==> config.mk <==
export PLATFORM = sky130hd
export DESIGN_NAME = dram_refresh_sched
export DESIGN_NICKNAME = d
export VERILOG_FILES = /design/src/rtl/rs_pkg.sv /design/src/rtl/rs_timer.sv /design/src/rtl/rs_backlog.sv /design/src/rtl/rs_seq.sv /design/src/rtl/dram_refresh_sched.sv
export SDC_FILE = /design/constraint.sdc
export NUM_CORES = 1
export LEC_CHECK = 0
export CORE_ASPECT_RATIO = 0.6
export CORE_MARGIN = 1.5
export CORE_UTILIZATION = 58
export CTS_CLUSTER_DIAMETER = 60
export DETAILED_ROUTE_END_ITERATION = 8
export GPL_TIMING_DRIVEN = 0
export PLACE_DENSITY = 0.78
export SLEW_MARGIN = 10
export SYNTH_ARGS = -nofsm -noshare
export SYNTH_HDL_FRONTEND = slang
export SYNTH_HIERARCHICAL = 1
export SYNTH_SLANG_ARGS = --single-unit
==> constraint.sdc <==
create_clock -name clk -period 3.15 [get_ports clk]
set_input_delay 0.945 -clock clk [delete_from_list [all_inputs] [get_ports clk]]
set_output_delay 0.945 -clock clk [all_outputs]
set_load 0.05 [all_outputs]
==> src/rtl/rs_pkg.sv <==
package rs_pkg;
  typedef enum logic [2:0] {
    ST_WAIT,
    ST_INIT_LO,
    ST_INIT_HI,
    ST_IDLE,
    ST_CBR_CAS,
    ST_CBR_RAS,
    ST_CBR_PRE
  } seq_state_e;
endpackage

==> src/rtl/rs_timer.sv <==
module rs_timer #(
  parameter int LIMIT = 4
) (
  input  logic clk,
  input  logic rst,
  input  logic en,
  output logic tick
);
  localparam int CW = (LIMIT < 2) ? 1 : $clog2(LIMIT + 1);

  logic [CW-1:0] cnt;

  always_ff @(posedge clk) begin
    if (rst) begin
      cnt <= '0;
    end else if (en) begin
      if (cnt == CW'(LIMIT - 1)) cnt <= '0;
      else                       cnt <= cnt + 1'b1;
    end
  end

  assign tick = en && (cnt == CW'(LIMIT - 1));


  timer_range_chk: assert property (@(posedge clk) disable iff (rst)
    (32'(cnt) < LIMIT));


  timer_wrap_chk: assert property (@(posedge clk) disable iff (rst)
    tick |=> (cnt == '0));
endmodule

==> src/rtl/rs_backlog.sv <==
module rs_backlog #(
  parameter int MAX = 8,
  localparam int PW = $clog2(MAX + 1)
) (
  input  logic          clk,
  input  logic          rst,
  input  logic          inc,
  input  logic          dec,
  output logic [PW-1:0] pend,
  output logic          pend_nz,
  output logic          urgent
);
  always_ff @(posedge clk) begin
    if (rst) begin
      pend <= '0;
    end else begin
      unique case ({inc, dec})
        2'b10:   if (pend != PW'(MAX)) pend <= pend + 1'b1;
        2'b01:   pend <= pend - 1'b1;
        default: pend <= pend;
      endcase
    end
  end

  assign pend_nz = (pend != '0);
  assign urgent  = (pend == PW'(MAX));


  no_overflow_chk: assert property (@(posedge clk) disable iff (rst)
    (32'(pend) <= MAX));


  tick_inc_chk: assert property (@(posedge clk) disable iff (rst)
    (inc && !dec && !urgent) |=> (pend == $past(pend) + 1'b1));


  grant_dec_chk: assert property (@(posedge clk) disable iff (rst)
    (dec && !inc) |=> (pend == $past(pend) - 1'b1));


  merge_hold_chk: assert property (@(posedge clk) disable iff (rst)
    (dec && inc) |=> $stable(pend));
endmodule

==> src/rtl/rs_seq.sv <==
module rs_seq
  import rs_pkg::*;
#(
  parameter int INIT_CYCLES = 8,
  parameter int RAS_LOW     = 3,
  parameter int PRECHG      = 2,
  parameter int CAS_LEAD    = 1
) (
  input  logic clk,
  input  logic rst,
  input  logic pw_tick,
  input  logic gnt_ok,
  input  logic pend_nz,
  output logic wait_en,
  output logic accept,
  output logic ref_req,
  output logic init_done,
  output logic ras_n,
  output logic cas_n
);
  localparam int MAX_A = (RAS_LOW > PRECHG) ? RAS_LOW : PRECHG;
  localparam int MAXPH = (MAX_A > CAS_LEAD) ? MAX_A : CAS_LEAD;
  localparam int PHW   = $clog2(MAXPH + 1);
  localparam int ICW   = $clog2(INIT_CYCLES + 1);

  seq_state_e     st, nxt;
  logic [PHW-1:0] ph, ph_nxt;
  logic [ICW-1:0] ic, ic_nxt;

  assign wait_en = (st == ST_WAIT);
  assign ref_req = (st == ST_IDLE) && pend_nz;
  assign accept  = ref_req && gnt_ok;

  always_comb begin
    nxt    = st;
    ph_nxt = (ph == '0) ? ph : ph - 1'b1;
    ic_nxt = ic;
    unique case (st)
      ST_WAIT: begin
        if (pw_tick) begin
          nxt    = ST_INIT_LO;
          ph_nxt = PHW'(RAS_LOW - 1);
        end
      end
      ST_INIT_LO: begin
        if (ph == '0) begin
          nxt    = ST_INIT_HI;
          ph_nxt = PHW'(PRECHG - 1);
        end
      end
      ST_INIT_HI: begin
        if (ph == '0) begin
          if (ic == ICW'(INIT_CYCLES - 1)) begin
            nxt = ST_IDLE;
          end else begin
            nxt    = ST_INIT_LO;
            ic_nxt = ic + 1'b1;
            ph_nxt = PHW'(RAS_LOW - 1);
          end
        end
      end
      ST_IDLE: begin
        if (accept) begin
          nxt    = ST_CBR_CAS;
          ph_nxt = PHW'(CAS_LEAD - 1);
        end
      end
      ST_CBR_CAS: begin
        if (ph == '0) begin
          nxt    = ST_CBR_RAS;
          ph_nxt = PHW'(RAS_LOW - 1);
        end
      end
      ST_CBR_RAS: begin
        if (ph == '0) begin
          nxt    = ST_CBR_PRE;
          ph_nxt = PHW'(PRECHG - 1);
        end
      end
      ST_CBR_PRE: begin
        if (ph == '0) nxt = ST_IDLE;
      end
      default: nxt = ST_WAIT;
    endcase
  end

  always_ff @(posedge clk) begin
    if (rst) begin
      st        <= ST_WAIT;
      ph        <= '0;
      ic        <= '0;
      ras_n     <= 1'b1;
      cas_n     <= 1'b1;
      init_done <= 1'b0;
    end else begin
      st        <= nxt;
      ph        <= ph_nxt;
      ic        <= ic_nxt;
      ras_n     <= !((nxt == ST_INIT_LO) || (nxt == ST_CBR_RAS));
      cas_n     <= !((nxt == ST_CBR_CAS) || (nxt == ST_CBR_RAS));
      init_done <= init_done || (nxt == ST_IDLE);
    end
  end


  ras_quiet_chk: assert property (@(posedge clk) disable iff (rst)
    (st == ST_WAIT) |-> (ras_n && cas_n && !init_done));


  init_cas_high_chk: assert property (@(posedge clk) disable iff (rst)
    !init_done |-> cas_n);


  cas_first_chk: assert property (@(posedge clk) disable iff (rst)
    ($fell(ras_n) && init_done) |-> $past(!cas_n));


  joint_release_chk: assert property (@(posedge clk) disable iff (rst)
    $rose(cas_n) |-> $rose(ras_n));


  idle_only_chk: assert property (@(posedge clk) disable iff (rst)
    accept |-> (st == ST_IDLE && pend_nz));
endmodule

==> src/rtl/dram_refresh_sched.sv <==
module dram_refresh_sched #(
  parameter int CLK_MHZ      = 100,
  parameter int PWRUP_US     = 200,
  parameter int RETENTION_US = 32000,
  parameter int ROWS         = 2048,
  parameter int INIT_CYCLES  = 8,
  parameter int BACKLOG_MAX  = 8,
  parameter int RAS_LOW      = 3,
  parameter int PRECHG       = 2,
  parameter int CAS_LEAD     = 1,
  localparam int PW          = $clog2(BACKLOG_MAX + 1)
) (
  input  logic          clk,
  input  logic          rst,
  input  logic          row_open,
  input  logic          ref_gnt,
  output logic          init_done,
  output logic          ref_req,
  output logic          ref_urgent,
  output logic [PW-1:0] pend_cnt,
  output logic          ras_n,
  output logic          cas_n,
  output logic          we_n,
  output logic          dq_drive
);
  localparam int PWRUP_CYC = PWRUP_US * CLK_MHZ;
  localparam int INTERVAL  = (RETENTION_US * CLK_MHZ) / ROWS;

  logic wait_en, pw_tick, ref_tick, accept, pend_nz, gnt_ok;

  assign gnt_ok   = ref_gnt && !row_open;
  assign we_n     = 1'b1;
  assign dq_drive = 1'b0;

  rs_timer #(.LIMIT(PWRUP_CYC)) u_pwrup (
    .clk(clk), .rst(rst), .en(wait_en), .tick(pw_tick)
  );

  rs_timer #(.LIMIT(INTERVAL)) u_interval (
    .clk(clk), .rst(rst), .en(init_done), .tick(ref_tick)
  );

  rs_backlog #(.MAX(BACKLOG_MAX)) u_backlog (
    .clk(clk), .rst(rst), .inc(ref_tick), .dec(accept),
    .pend(pend_cnt), .pend_nz(pend_nz), .urgent(ref_urgent)
  );

  rs_seq #(
    .INIT_CYCLES(INIT_CYCLES), .RAS_LOW(RAS_LOW),
    .PRECHG(PRECHG), .CAS_LEAD(CAS_LEAD)
  ) u_seq (
    .clk(clk), .rst(rst), .pw_tick(pw_tick), .gnt_ok(gnt_ok),
    .pend_nz(pend_nz), .wait_en(wait_en), .accept(accept),
    .ref_req(ref_req), .init_done(init_done),
    .ras_n(ras_n), .cas_n(cas_n)
  );


  row_open_chk: assert property (@(posedge clk) disable iff (rst)
    (ref_req && ref_gnt && row_open) |=> cas_n);


  urgent_chk: assert property (@(posedge clk) disable iff (rst)
    ref_urgent |-> (32'(pend_cnt) == BACKLOG_MAX));
endmodule

==> results.cfg, run 1 <==
[outcome]
status = complete, no violations

[floorplanning]
die-height_um = 51.5
start_util_pct = 61.4
io-pin-count = 15
row_count = 17
design.die.area_um2 = 4310
die_w_um = 83.8
fp.coreArea_um2 = 3700

[drt]
antenna_left = 0
via_per_inst = 5.86
route.detailed.drc = 0
drt_wl_total_mm = 4.40
vias = 1852
wire_per_inst_um = 13.9
drt_pass1_iterations = 5
drt_iter0_drc = 180

[clock_network]
clkSlewWorstSetupHoldPaths_ps = 80
postCtsSetupBuffers = 0
htree_levels = 2
clockBufferDepth = 2
cts_sinks = 42
clkLatencyLatePin_ps = 300
ctsRootBufferMaster = clkbuf_8
cts_tree = done
cts_made_buffers = 5

[logic_synthesis]
syn_inst = 249
ys_seq_area_share_pct = 37.0
synth_ff_type = dfxtp_1
yosys_warnings = 6
synth.avg_cell_area_um2 = 9.13
synth_top_area_share_pct = 37.0
netlist_area_um2 = 2270
synth_seq_cells = 42
synth_compound_area_share_pct = 16.6
synthTopCellsByArea = dfxtp_1 37%, ha_1 4.4%, nor2_1 4.0%, xnor2_1 3.9%, xor2_1 3.1%
synthMuxAreaShare_pct = 2.53
synth_edf_count = 0
async_reset_ff_share_pct = 0
yosysUniqueCellTypes = 61
yosys.area_share.xor_xnor_pct = 6.94
synth_area_leader_cell = dfxtp_1
synth_fa_ha_area_share_pct = 4.41
synth_top_family_by_area = simple AND/OR/NAND/NOR gates
syn_nets = 261
synth-simple-area-share_pct = 27.2

[place]
portBuffers = 12
gp_congestion = 0.842
placed_cells_incl_taps = 308
postPlaceCellArea_um2 = 2450
place_hpwl_mm = 3.20
pre_cts_slack_ps = 22.8

[cells_and_area]
final_layout_size_suffix_gt1_share_pct = 14.1
stdcell_area_um2 = 2590
multi_input_area_um2 = 1320
nFillCells = 292
regArea_um2 = 841
antennaDiodeCount = 0
final_cells = 316
area_growth_syn_to_layout_pct = 14.2
post-route-util_pct = 70.1
fin_nets = 280

[timing]
fmax_mhz = 330
final-hold-violation-count = 0
finalMaxSlewViolations = 0
tightest_slew_ps = 621
final.setup_skew_ps = 6.41
setup_viol = 0
maxSlewHeadroom_pct = 58.2
setup-tns-final_ps = 0
setup_ws_ps = 117
rsz0062_at_grt = false
period_share_pct = 96.3
finalCriticalPeriod_ps = 3030

[setup_path]
cp_max_fo = 7
worstPathCellList = or4_2 -> and3_1 -> dlygate4sd2_1
slowest_stage = or4_2
worstPathRequired_ps = 2200
crit_path_end_kind = output port
cpPeakStageDelay_ps = 770
start_kind = register
critical_path_class = register to output port
worstPathArrival_ps = 2090

[power_and_ir_drop]
peakVddDrop_mv = 0.337
p_leak_nw = 1.00
p_per_area_nw_per_um2 = 426

[global_route]
grt_max_degree = 14
first_global_vias = 1638
grt_usage_pct = 22.9
antenna_found_initial = 0
grt_overflow = 0
grt_pass1_wl_mm = 7.67

[hold_path]
min_path_type = register to register

[job]
maxCapViolations = 0
[metal layers]
| metal | up-vias | global-route usage, % | share of wire [%] |
|---|---|---|---|
| met4 | 0 | 8.20 | 1.4 |
| met2 | 53 | 30.8 | 38 |
| met5 | - | 0 | 0 |
| li1 | 948 | - | - |
| met3 | 8 | 6.79 | 6.8 |
| met1 | 843 | 34.0 | 54 |
[path summary, 6_finish.rpt]
check / slack (ps) / cells after the start / end / startpoint
max: 120 / 3 / ref_req / u_backlog/pend[1]
min: 500 / 2 / u_interval/cnt[9] / u_interval/cnt[9]
max reg2reg: 320 / 9 / u_backlog/pend[2] / u_interval/cnt[0]
min reg2reg: 500 / 2 / u_interval/cnt[9] / u_interval/cnt[9]
[Yosys cell counts, types with 2 or more instances]
cell,count
a211oi_1,3
a21oi_1,11
a311oi_1,2
a31oi_1,3
and2b_2,2
buf_2,3
buf_4,4
conb_1,2
dfxtp_1,42
ha_1,8
inv_1,13
mux2i_1,2
nand2_1,10
nand2b_1,2
nand3_1,12
nand3_2,2
nand3b_1,2
nand4_1,7
nand4_2,2
nor2_1,24
nor2b_1,2
nor3_1,10
nor4_1,3
nor4b_1,2
o211ai_1,2
o21a_1,2
o21ai_0,11
o31ai_1,4
or3_1,3
or3_2,2
or4_1,4
or4_4,2
or4b_4,2
xnor2_1,10
xor2_1,8
[state kept, by name (all words and copies together) (netlist names)]
name and cells:
u_backlog/pend 4, u_interval/cnt 11, u_pwrup/cnt 15, u_seq/cas_n 1, u_seq/ic 4, u_seq/init_done 1
u_seq/ph 2, u_seq/ras_n 1, u_seq/st 3
[repair_timing]
action	CTS	global route
hold buffers	0	0
gates resized for setup	1	1
endpoints found under the setup margin	1	1
endpoints found under the hold margin	0	0
[final cells by class]
type / instances / share of cell area (%)
Timing Repair Buffer: 12 / 4.68
Clock inverter: 2 / 2.31
Multi-Input combinational cell: 184 / 50.8
Clock buffer: 6 / 3.18
Inverter: 13 / 1.88
Sequential cell: 42 / 32.4
Tap cell: 47 / 2.27
Buffer: 10 / 2.46
[report_power, final]
part | leakage, nW | internal, mW | switching, mW
registers | 0.339 | 0.534 | 0.00440
logic | 0.592 | 0.0146 | 0.0215
clock network | 0.0714 | 0.338 | 0.193
total | 1.00 | 0.886 | 0.219
[through the flow]
step	hold slack [ps]	total power [mW]
global route	530	1.14
detailed placement	477	0.587
floorplan	449	0.576
global placement	477	0.586
CTS	503	1.11
finish	501	1.11
[logic make-up (layout without fill, tap and decap cells)]
kind of cell / count (synthesis) / after routing
fa+ha+maj: 8 / 8
compound gates: 50 / 50
mux: 4 / 4
buf+inv: 23 / 43
flops: 42 / 42
other cells: 2 / 2
simple gates: 102 / 102
xor+xnor: 18 / 18
[layout by cell type (no fill, tap or decap), drive strengths merged, types with 3 or more instances in the layout]
cell type      count
xor2               8
o211ai             3
or4                7
nand2             10
and2b              3
a21oi             12
inv               13
nor3              10
a211oi             3
o21ai             11
dfxtp             42
clkdlybuf4s50     10
nor2b              3
a31oi              3
clkbuf             7
nand4              9
nor4               3
xnor2             10
o31ai              5
nand3             14
nor2              24
ha                 8
or3                6
buf                9
[critical path: cells and delay by family, from the launching register on]
| kind | cells | cell delay [ps] |
|---|---|---|
| buf+inv | 1 | 420 |
| flops | 1 | 380 |
| simple gates | 2 | 980 |
(Power assumes the default switching activity.)
==> inputs of run 2 (changes only) <==
- CORE_UTILIZATION: 58 -> 52
- PLACE_DENSITY: 0.78 -> 0.72
==> results.cfg, run 2 (synthesis gave the netlist of run 1 again) <==
[cells_and_area]
antennaDiodeCount = 0
nFillCells = 367
top_regs = u_pwrup/cnt: 15 flops, u_interval/cnt: 11 flops
area_growth_syn_to_layout_pct = 13.3
stdcell_area_um2 = 2570
mostFrequentLayoutCell = dfxtp_1
final_cell_mix = 42 x dfxtp_1, 24 x nor2_1, 13 x inv_1
largest_register_ffs = 15
post-route-util_pct = 62.1
fin_nets = 280
final_cells = 329
final_layout_size_suffix_gt1_share_pct = 14.1
max_flop_register = u_pwrup/cnt

[power_and_ir_drop]
peakVddDrop_mv = 0.201
p_leak_nw = 0.970
p_per_area_nw_per_um2 = 386
total_power_mw = 0.994

[setup_path]
slowest_stage = clkdlybuf4s50_1
crit_path_end_kind = output port
worstPathArrival_ps = 2130
start_kind = register
critical_path_class = register to output port
worstPathRequired_ps = 2200
worstPathCellList = or4b_4 -> inv_1 -> clkdlybuf4s50_1
cpPeakStageDelay_ps = 790
cp_max_fo = 7

[drt]
vias = 1854
drt_pass1_iterations = 4
antenna_left = 0
via_per_inst = 5.64
route.detailed.drc = 0
drt_wl_total_mm = 4.50
drt_iter0_drc = 135
wire_per_inst_um = 13.7

[floorplanning]
fp.coreArea_um2 = 4140
io-pin-count = 15
row_count = 18
start_util_pct = 54.8
die_w_um = 88.3
design.die.area_um2 = 4790
die-height_um = 54.2

[clock_network]
cts_tree = done
clkSlewWorstSetupHoldPaths_ps = 80
clkLatencyLatePin_ps = 290
htree_levels = 2
cts_sinks = 42
clockBufferDepth = 2
cts_made_buffers = 5
ctsRootBufferMaster = clkbuf_8

[place]
place_hpwl_mm = 3.24
gp_congestion = 0.855
portBuffers = 12
pre_cts_slack_ps = 65.9
placed_cells_incl_taps = 321
postPlaceCellArea_um2 = 2470

[job]
maxCapViolations = 0

[timing]
setup-tns-final_ps = 0
final-hold-violation-count = 0
setup_viol = 0
rsz0062_at_grt = false
setup_ws_ps = 79.1
finalMaxSlewViolations = 0
final.setup_skew_ps = 8.14
finalCriticalPeriod_ps = 3070
holdWs_ps = 495
fmax_mhz = 326
tightest_slew_ps = 672
maxSlewHeadroom_pct = 54.8
period_share_pct = 97.5

[global_route]
grt_overflow = 0
grt_max_degree = 14
antenna_found_initial = 0
grt_usage_pct = 20.3
grt_pass1_wl_mm = 7.28
first_global_vias = 1522

[hold_path]
min_path_type = register to register

[outcome]
status = complete, no violations
-- run 2: cell count changes in the layout (fill, tap and decap cells not counted) --
cell / change
clkinv_2: +2
clkbuf_8: -1
bufinv_16: -1
clkdlybuf4s50_1: +1
dlymetal6s2s_1: -1
-- run 2: power breakdown --
| part | internal [mW] | total, mW | switching (mW) |
|---|---|---|---|
| clock | 0.233 | 0.421 | 0.188 |
| sequential | 0.534 | 0.538 | 0.00451 |
| combinational | 0.0144 | 0.0351 | 0.0207 |
-- run 2: cell type report --
type                       count  area [um^2]  share of cell area (%)
multi-input combinational    184         1320                    51.2
sequential                    42          841                    32.7
timing repair buffer          12          119                    4.62
tap                           60         75.1                    2.92
clock buffer                   5         68.8                    2.67
buffer                        10         63.8                    2.48
inverter                      13         48.8                    1.90
clock inverter                 3         40.0                    1.55
-- run 2: worst paths after layout --
check	from	end	slack [ps]	cells past startpoint
setup / recovery	u_backlog/pend[1]	ref_urgent	80	3
hold / removal	u_pwrup/cnt[14]	u_pwrup/cnt[14]	500	2
setup reg to reg	u_interval/cnt[0]	u_backlog/pend[2]	340	9
hold reg to reg	u_pwrup/cnt[14]	u_pwrup/cnt[14]	500	2
-- run 2: per-layer routing --
metal,GRT usage (%),share of wire (%),up-vias
met5,0,0,-
met4,5.73,0.62,0
met3,5.21,6.2,5
met2,27.9,38,46
met1,30.7,55,858
li1,-,-,945
-- run 2: worst max-delay path: cells and delay by family (launching register included) --
| kind | cells | cell delay (ps) |
|---|---|---|
| buffers and inverters | 2 | 860 |
| flip-flops | 1 | 380 |
| AND/OR/NAND/NOR | 1 | 590 |
-- run 2: timing repair --
action / in CTS / in global routing
setup endpoints to repair: 1 / 0
buffers inserted: 0 / 0
resized for setup: 1 / 0
hold buffers: 0 / 0
==> inputs of run 3 (changes only) <==
- CORE_ASPECT_RATIO: 0.6 -> 1.1
- CTS_CLUSTER_DIAMETER: 60 -> 50
- TNS_END_PERCENT: default -> 100
==> results.cfg, run 3 (synthesis gave the netlist of run 1 again) <==
[outcome]
status = complete, no violations

[setup_path]
cpPeakStageDelay_ps = 780
cp.buffers_inverters = 1
start_kind = register
crit_path_end_kind = output port
worstPathCellList = or4_2 -> and3_1 -> dlygate4sd2_1
critical_path_class = register to output port
worstPathArrival_ps = 2080
worstPathRequired_ps = 2200
crit_family = simple AND/OR/NAND/NOR gates
slowest_stage = or4_2
cp_max_fo = 7

[timing]
holdWs_ps = 486
rsz0062_at_grt = false
finalMaxSlewViolations = 0
period_share_pct = 96.2
setup-tns-final_ps = 0
maxSlewHeadroom_pct = 62.0
finalCriticalPeriod_ps = 3030
setup_viol = 0
final.setup_skew_ps = 4.10
final-hold-violation-count = 0
setup_ws_ps = 120
fmax_mhz = 330
tightest_slew_ps = 564

[job]
maxCapViolations = 0

[cells_and_area]
final_layout_size_suffix_gt1_share_pct = 14.1
top_regs = u_pwrup/cnt: 15 flops, u_interval/cnt: 11 flops
final_cell_mix = 42 x dfxtp_1, 24 x nor2_1, 13 x inv_1
fin_nets = 280
nFillCells = 393
area_growth_syn_to_layout_pct = 13.2
mostFrequentLayoutCell = dfxtp_1
max_flop_register = u_pwrup/cnt
antennaDiodeCount = 0
final_cells = 323
largest_register_ffs = 15

[drt]
drt_pass1_iterations = 4
vias = 1816
wire_per_inst_um = 13.2
via_per_inst = 5.62
route.detailed.drc = 0
antenna_left = 0
drt_iter0_drc = 89
drt_wl_total_mm = 4.26

[clock_network]
clkSlewWorstSetupHoldPaths_ps = 80
htree_levels = 2
cts_tree = done
hold_buffers = 0
ctsRootBufferMaster = clkbuf_8
cts_sinks = 42
clkLatencyLatePin_ps = 290
clockBufferDepth = 2
cts_made_buffers = 5
postCtsSetupBuffers = 0

[place]
placed_cells_incl_taps = 315
pre_cts_slack_ps = -33.0
place_hpwl_mm = 3.14
portBuffers = 12
gp_congestion = 0.794

[power_and_ir_drop]
swShare_pct = 20.9
p_switching_mw = 0.203
p_leak_nw = 0.989
total_power_mw = 0.973
p_comb_share_pct = 3.7
p_seq_share_pct = 55.3
p_per_area_nw_per_um2 = 378
power_frac_clock_pct = 41.0
p_int_mw = 0.770
peakVddDrop_mv = 0.267

[global_route]
grt_overflow = 0
antenna_found_initial = 0
grt_usage_pct = 19.8
grt_max_degree = 13
first_global_vias = 1665
grt_pass1_wl_mm = 7.42

[floorplanning]
die-height_um = 72.3
start_util_pct = 53.4
fp.coreArea_um2 = 4250
design.die.area_um2 = 4780
row_count = 25
io-pin-count = 15
die_w_um = 66.0

[hold_path]
min_path_type = register to register
## run 3: cell types whose count changed in the layout (fill, tap and decap cells not counted), sizes merged
cell,previous run,this run
clkinv,2,0
clkbuf,6,9
bufinv,1,0
dlymetal6s2s,0,1
clkdlybuf4s50,11,10
## run 3: layout make-up
class / instances / area, um^2 / area share (%)
clock buffer: 8 / 110 / 4.28
multi-input combinational: 184 / 1320 / 51.3
tap: 54 / 67.6 / 2.63
buffer: 10 / 63.8 / 2.48
sequential: 42 / 841 / 32.7
timing repair buffer: 12 / 121 / 4.72
inverter: 13 / 48.8 / 1.90
## run 3: tightest hold or removal path: cells and delay by family (launching register included)
family	cells	cell delay, ps
compound gates	2	120
flops	1	320
## run 3: per-layer routing
layer	wire (um)	GRT usage [%]	up-vias
met5	0	0	-
met4	59	6.58	0
met3	129	4.96	6
met2	2020	32.1	18
met1	2050	25.9	849
li1	-	-	943
## run 3: what timing repair did
item                       4_1_cts  5_1_grt
resized for setup                1        1
gates cloned                     0        0
setup endpoints to repair        1        1
## run 3: final timing paths
kind / from / to / slack [ps] / cells after the start
worst min register to register: u_interval/cnt[10] / u_interval/cnt[10] / 490 / 2
worst max register to register: u_interval/cnt[0] / u_backlog/pend[2] / 350 / 9
worst max-delay path: u_backlog/pend[1] / ref_req / 120 / 3
worst min-delay path: u_interval/cnt[10] / u_interval/cnt[10] / 490 / 2
## run 3: metrics by stage
stage	cell area, um^2	util [%]
2_1_floorplan	2270	-
3_3_place_gp	2460	57.8
3_5_place_dp	2460	57.8
4_1_cts	2570	60.4
5_1_grt	2570	60.4
6_report	2570	60.4
## run 3: power by group through the flow
stage / Clock, mW / Sequential (mW) / Combinational (mW)
global placement: 0 / 0.551 / 0.0353
floorplan: 0 / 0.550 / 0.0259
global route: 0.436 / 0.539 / 0.0397
finish: 0.399 / 0.538 / 0.0357
CTS: 0.412 / 0.538 / 0.0357
detailed placement: 0 / 0.551 / 0.0356
